## config.mk

```make
export PLATFORM = sky130hd
export DESIGN_NAME = sd_selfcheck_adder
export DESIGN_NICKNAME = d
export VERILOG_FILES = /design/src/rtl/sdadd_pkg.sv /design/src/rtl/sd_fault_ctrl.sv /design/src/rtl/sd_fa_cell.sv /design/src/rtl/sd_add_datapath.sv /design/src/rtl/sd_parity_check.sv /design/src/rtl/sd_selfcheck_adder.sv
export SDC_FILE = /design/constraint.sdc
export NUM_CORES = 1
export LEC_CHECK = 0
export BUFFER_PORTS_ARGS = -buffer_cell sky130_fd_sc_hd__buf_2
export CORE_UTILIZATION = 39
export DETAILED_ROUTE_END_ITERATION = 10
export GPL_TIMING_DRIVEN = 0
export PLACE_DENSITY = 0.92
export SLEW_MARGIN = 20
export SYNTH_ARGS = -nofsm -noshare
export SYNTH_HDL_FRONTEND = slang
export SYNTH_SLANG_ARGS = --single-unit
```

## constraint.sdc

```tcl
create_clock -name vclk -period 3.6
set_input_delay 0.18 -clock vclk [all_inputs]
set_output_delay 0.18 -clock vclk [all_outputs]
set_load 0.005 [all_outputs]
```

## src/rtl/sdadd_pkg.sv

```systemverilog
`timescale 1ns/1ps
package sdadd_pkg;
  localparam int SITE_A_POS    = 0;
  localparam int SITE_A_NEG    = 1;
  localparam int SITE_B_POS    = 2;
  localparam int SITE_B_NEG    = 3;
  localparam int SITE_L1_SUM   = 4;
  localparam int SITE_L1_CARRY = 5;
  localparam int SITE_L2_SUM   = 6;
  localparam int SITE_L2_CARRY = 7;
  localparam int SITE_COUNT    = 8;

  typedef struct packed {
    logic stuckLo;
    logic stuckHi;
  } stuckT;

  function automatic logic applyStuck(input logic nominal, input stuckT f);
    return f.stuckHi ? 1'b1 : (f.stuckLo ? 1'b0 : nominal);
  endfunction
endpackage

```

## src/rtl/sd_fault_ctrl.sv

```systemverilog
`timescale 1ns/1ps
module sd_fault_ctrl #(
  parameter int N = 8
) (
  input  logic [sdadd_pkg::SITE_COUNT*N-1:0] injMask,
  input  logic [sdadd_pkg::SITE_COUNT*N-1:0] injVal,
  output sdadd_pkg::stuckT [sdadd_pkg::SITE_COUNT-1:0][N-1:0] stuck
);
  localparam int SITES = sdadd_pkg::SITE_COUNT;

  for (genvar k = 0; k < SITES; k++) begin : g_site
    for (genvar i = 0; i < N; i++) begin : g_digit
      localparam int IDX = k*N + i;
      assign stuck[k][i].stuckHi = injMask[IDX] &  injVal[IDX];
      assign stuck[k][i].stuckLo = injMask[IDX] & ~injVal[IDX];
    end
  end
endmodule

```

## src/rtl/sd_fa_cell.sv

```systemverilog
`timescale 1ns/1ps
module sd_fa_cell (
  input  logic             x,
  input  logic             y,
  input  logic             cin,
  input  sdadd_pkg::stuckT sumFault,
  input  sdadd_pkg::stuckT carryFault,
  output logic             sum,
  output logic             cout,
  output logic             err
);
  logic sumRaw;
  logic carryRaw;
  logic allSame;
  logic eqt;
  logic g1;

  // sum and carry built from disjoint terms
  assign sumRaw   = x ^ y ^ cin;
  assign carryRaw = (x & y) | (x & cin) | (y & cin);

  assign sum  = sdadd_pkg::applyStuck(sumRaw, sumFault);
  assign cout = sdadd_pkg::applyStuck(carryRaw, carryFault);

  assign allSame = (x & y & cin) | (~x & ~y & ~cin);
  assign eqt     = ~allSame;
  assign g1      = ~(sum ^ cout);
  assign err     = ~(g1 ^ eqt);
endmodule

```

## src/rtl/sd_add_datapath.sv

```systemverilog
`timescale 1ns/1ps
module sd_add_datapath #(
  parameter int N = 8
) (
  input  logic [2*N-1:0] opA,
  input  logic [2*N-1:0] opB,
  input  sdadd_pkg::stuckT [sdadd_pkg::SITE_COUNT-1:0][N-1:0] stuck,
  output logic [2*N+1:0] sumZ,
  output logic [2*N-1:0] cellErr,
  output logic [N-1:0]   sumLine,
  output logic [N-1:0]   bNegLine
);
  import sdadd_pkg::*;

  logic [N-1:0] aPos;
  logic [N-1:0] aNeg;
  logic [N-1:0] bPos;
  logic [N:0]   hLine;
  logic [N:1]   cLine;
  logic [N-1:0] zPos;

  assign hLine[0] = 1'b0;

  for (genvar i = 0; i < N; i++) begin : g_digit
    assign aPos[i]     = applyStuck(opA[2*i],   stuck[SITE_A_POS][i]);
    assign aNeg[i]     = applyStuck(opA[2*i+1], stuck[SITE_A_NEG][i]);
    assign bPos[i]     = applyStuck(opB[2*i],   stuck[SITE_B_POS][i]);
    assign bNegLine[i] = applyStuck(opB[2*i+1], stuck[SITE_B_NEG][i]);

    sd_fa_cell u_lvl1 (
      .x          (aPos[i]),
      .y          (~aNeg[i]),
      .cin        (bPos[i]),
      .sumFault   (stuck[SITE_L1_SUM][i]),
      .carryFault (stuck[SITE_L1_CARRY][i]),
      .sum        (sumLine[i]),
      .cout       (hLine[i+1]),
      .err        (cellErr[i])
    );

    sd_fa_cell u_lvl2 (
      .x          (~bNegLine[i]),
      .y          (sumLine[i]),
      .cin        (hLine[i]),
      .sumFault   (stuck[SITE_L2_SUM][i]),
      .carryFault (stuck[SITE_L2_CARRY][i]),
      .sum        (zPos[i]),
      .cout       (cLine[i+1]),
      .err        (cellErr[N+i])
    );

    assign sumZ[2*i] = zPos[i];
    if (i == 0) begin : g_low
      assign sumZ[1] = hLine[0];
    end else begin : g_mid
      assign sumZ[2*i+1] = ~cLine[i];
    end
  end

  assign sumZ[2*N]   = hLine[N];
  assign sumZ[2*N+1] = ~cLine[N];
endmodule

```

## src/rtl/sd_parity_check.sv

```systemverilog
`timescale 1ns/1ps
module sd_parity_check #(
  parameter int N = 8
) (
  input  logic [N-1:0] sumLine,
  input  logic [N-1:0] bNegLine,
  input  logic         parAB,
  output logic         parErr
);
  localparam logic ODD_DIGITS = 1'((N % 2) == 1);

  assign parErr = parAB ^ (^sumLine) ^ (^bNegLine) ^ ODD_DIGITS;
endmodule

```

## src/rtl/sd_selfcheck_adder.sv

```systemverilog
`timescale 1ns/1ps
module sd_selfcheck_adder #(
  parameter int N = 8
) (
  input  logic [2*N-1:0] opA,
  input  logic [2*N-1:0] opB,
  input  logic           parAB,
  input  logic [8*N-1:0] injMask,
  input  logic [8*N-1:0] injVal,
  output logic [2*N+1:0] sumZ,
  output logic [2*N-1:0] cellErr,
  output logic           parErr
);
  sdadd_pkg::stuckT [sdadd_pkg::SITE_COUNT-1:0][N-1:0] stuck;
  logic [N-1:0] sumLine;
  logic [N-1:0] bNegLine;

  sd_fault_ctrl #(.N(N)) u_ctrl (
    .injMask (injMask),
    .injVal  (injVal),
    .stuck   (stuck)
  );

  sd_add_datapath #(.N(N)) u_path (
    .opA      (opA),
    .opB      (opB),
    .stuck    (stuck),
    .sumZ     (sumZ),
    .cellErr  (cellErr),
    .sumLine  (sumLine),
    .bNegLine (bNegLine)
  );

  sd_parity_check #(.N(N)) u_par (
    .sumLine  (sumLine),
    .bNegLine (bNegLine),
    .parAB    (parAB),
    .parErr   (parErr)
  );
endmodule

```

==> impl_metrics.csv <==
group,metric,value,unit
outcome,status,"finished clean",
cts,cts-resized-gates,0,
global_routing,grt_pass1_vias,2382,
power,power_frac_comb,100.0,%
power,power.leakage,2.08,nW
worst_setup_path,critical-path-top-delay-family,"multiplexers",
final_layout,diodes,0,
hold_path,hp-class,"input port to output port",
placed_design,hpwl,5520,microns
logic_synthesis,synth-compound-area-share,0.644,%
worst_setup_path,worstPathCellList,"buf_2 -> mux2i_1 -> fa_1 -> mux2i_1 -> fa_1 -> mux2_2 -> xnor2_1 -> xor2_1 -> buf_4 -> buf_2",
power,power_frac_seq,0,%
final_layout,final_core_util,60.2,%
drt,drtIter0Drc,16,
timing,finalSetupTns,0,ns
drt,totalWireLength,5690,microns
power,vdd_drop_max,0.169,mV
power,sw_frac_of_total,40.2,%
final_layout,nClkBuffers,0,
global_routing,grt_start_max_net_pins,6,
power,clkPwrFrac,0,%
floorplanning,die_area,6290,sq um
cts,cts_setup_buffers,0,
flow_run,maxCapViolations,0,
logic_synthesis,synth_xor_area_share,18.9,%
worst_setup_path,critPathMaxStageDelay,0.51,ns
worst_setup_path,crit_path_start_kind,"input port",
floorplanning,row_count,27,
floorplanning,core_area,5640,sq um
drt,first_pass_iters,4,
global_routing,antenna_found_initial,0,
floorplanning,io-pin-count,196,
logic_synthesis,syn_inst,245,
placed_design,io_buffers,195,
power,power_switching,350,uW
logic_synthesis,synth-adder-area-share,30.0,%
final_layout,stdcell_count,512,
drt,remaining_drc_errors,0,
logic_synthesis,syn_avg_cell_area,9.52,sq um
timing,worstMarginPinSlew,0.625,ns
logic_synthesis,synthesis.nets,453,
timing,setup_viol,0,
drt,antenna_left,0,
worst_setup_path,critPathCaptureType,"output port",
logic_synthesis,ys_top_cells_by_count,"mux2i_1, inv_1, xnor2_1",
placed_design,dp_slack,0.416,ns
timing,final_max_slew_viol_count,0,
logic_synthesis,synth_top_cells_by_area,"mux2i_1, ha_1, fa_1",
timing,fin_ws,0.441,ns
worst_setup_path,worst-path-buf-inv,3,
timing,rsz0062_at_grt,"no",
final_layout,drive_gt1_share,53.9,%
floorplanning,initial_utilization,41.3,%
logic_synthesis,yosysMostFrequentCell,"mux2i_1",
global_routing,grt_first_pass_wirelength,9160,microns
timing,clock.fmax,0.317,GHz
power,p_int,521,uW
drt,viasPerCell,4.42,
logic_synthesis,synth_top_family_by_area,"multiplexers",
drt,vias,2263,
floorplanning,dieHeight,79.3,microns
logic_synthesis,ys_warn_count,0,
timing,finalHoldViolations,0,
placed_design,place_inst,512,
drt,wl_per_cell,11.1,microns
floorplanning,die-width,79.3,microns
final_layout,syn_to_final_growth,45.7,%
global_routing,gr-total-overflow,0,
logic_synthesis,muxShareOfSynthArea,34.0,%
power,p_per_area,256,nW/um^2
logic_synthesis,synth_cell_type_count,16,
placed_design,place_congestion,0.781,
final_layout,regArea,0,sq um
logic_synthesis,seq_area_frac_synth,0,%
worst_setup_path,required,3.42,ns
worst_setup_path,critPathKind,"input port to output port",
logic_synthesis,synth_top_area_cell,"mux2i_1",
final_layout,nets,650,
timing,fin_crit_sh,87.8,%
logic_synthesis,synth_simple_gate_area_share,0.483,%
worst_setup_path,critPathMaxFanout,5,
timing,timing.slew.headroom,57.2,%
timing,min_period,3.16,ns
worst_setup_path,cp_slowest_cell,"fa_1",
worst_setup_path,arrival,2.98,ns
logic_synthesis,syn-cell-area,2330,sq um
final_layout,nFlopsAndLatches,0,
cts,postCtsHoldBufs,0,
logic_synthesis,synth_top_area_share,26.6,%
global_routing,grt_util_all_layers,17.7,%
## layout make-up
cell class	count	area, sq um
buffer	26	195
fill	497	2240
inverter	45	174
multi-input combinational	174	1960
tap	72	90.1
timing repair buffer	195	976
## layout by cell type (no fill, tap or decap), types with 3 or more instances in the layout
master	count
buf_2	195
inv_1	43
xnor3_1	4
xnor2_1	33
mux2_2	9
buf_4	26
mux2i_1	62
o21ai_1	3
fa_1	15
mux2i_2	4
ha_1	32
nand2_1	3
xor2_1	7
## logic make-up after synthesis
| kind of cell | count (synthesis) |
|---|---|
| muxes | 76 |
| buffers and inverters | 71 |
| adders and majority gates | 47 |
| xor gates and xnor gates | 44 |
| AOI/OAI and AO/OA | 3 |
| and+or+nand+nor | 3 |
| other | 1 |
## metal layers
metal,global-route usage [%],vias up,part of all wire (%)
met5,0,-,0
met4,1.45,0,0.84
met3,1.38,6,7.6
met2,42.8,113,58
met1,15.0,1004,33
li1,-,1140,-
## worst paths after layout
check | from | end | cells after the start
min | injVal[61] | sumZ[13] | 3
max | injMask[5] | cellErr[13] | 10
## power by group through the flow
stage | sequential (mW) | clock [mW] | combinational [mW]
2_1_floorplan | 0 | 0 | 0.582
3_3_place_gp | 0 | 0 | 0.854
3_5_place_dp | 0 | 0 | 0.884
4_1_cts | 0 | 0 | 0.888
5_1_grt | 0 | 0 | 0.973
6_report | 0 | 0 | 0.871
## per-stage QoR
step	total power, mW	instance area (sq um)	hold WS (ns)
4_1_cts	0.888	3400	0.665
3_5_place_dp	0.884	3400	0.665
6_report	0.871	3400	0.663
3_3_place_gp	0.854	3400	0.642
2_1_floorplan	0.582	2330	0.445
5_1_grt	0.973	3400	0.681
No activity file was read; power rests on OpenSTA's default activity.
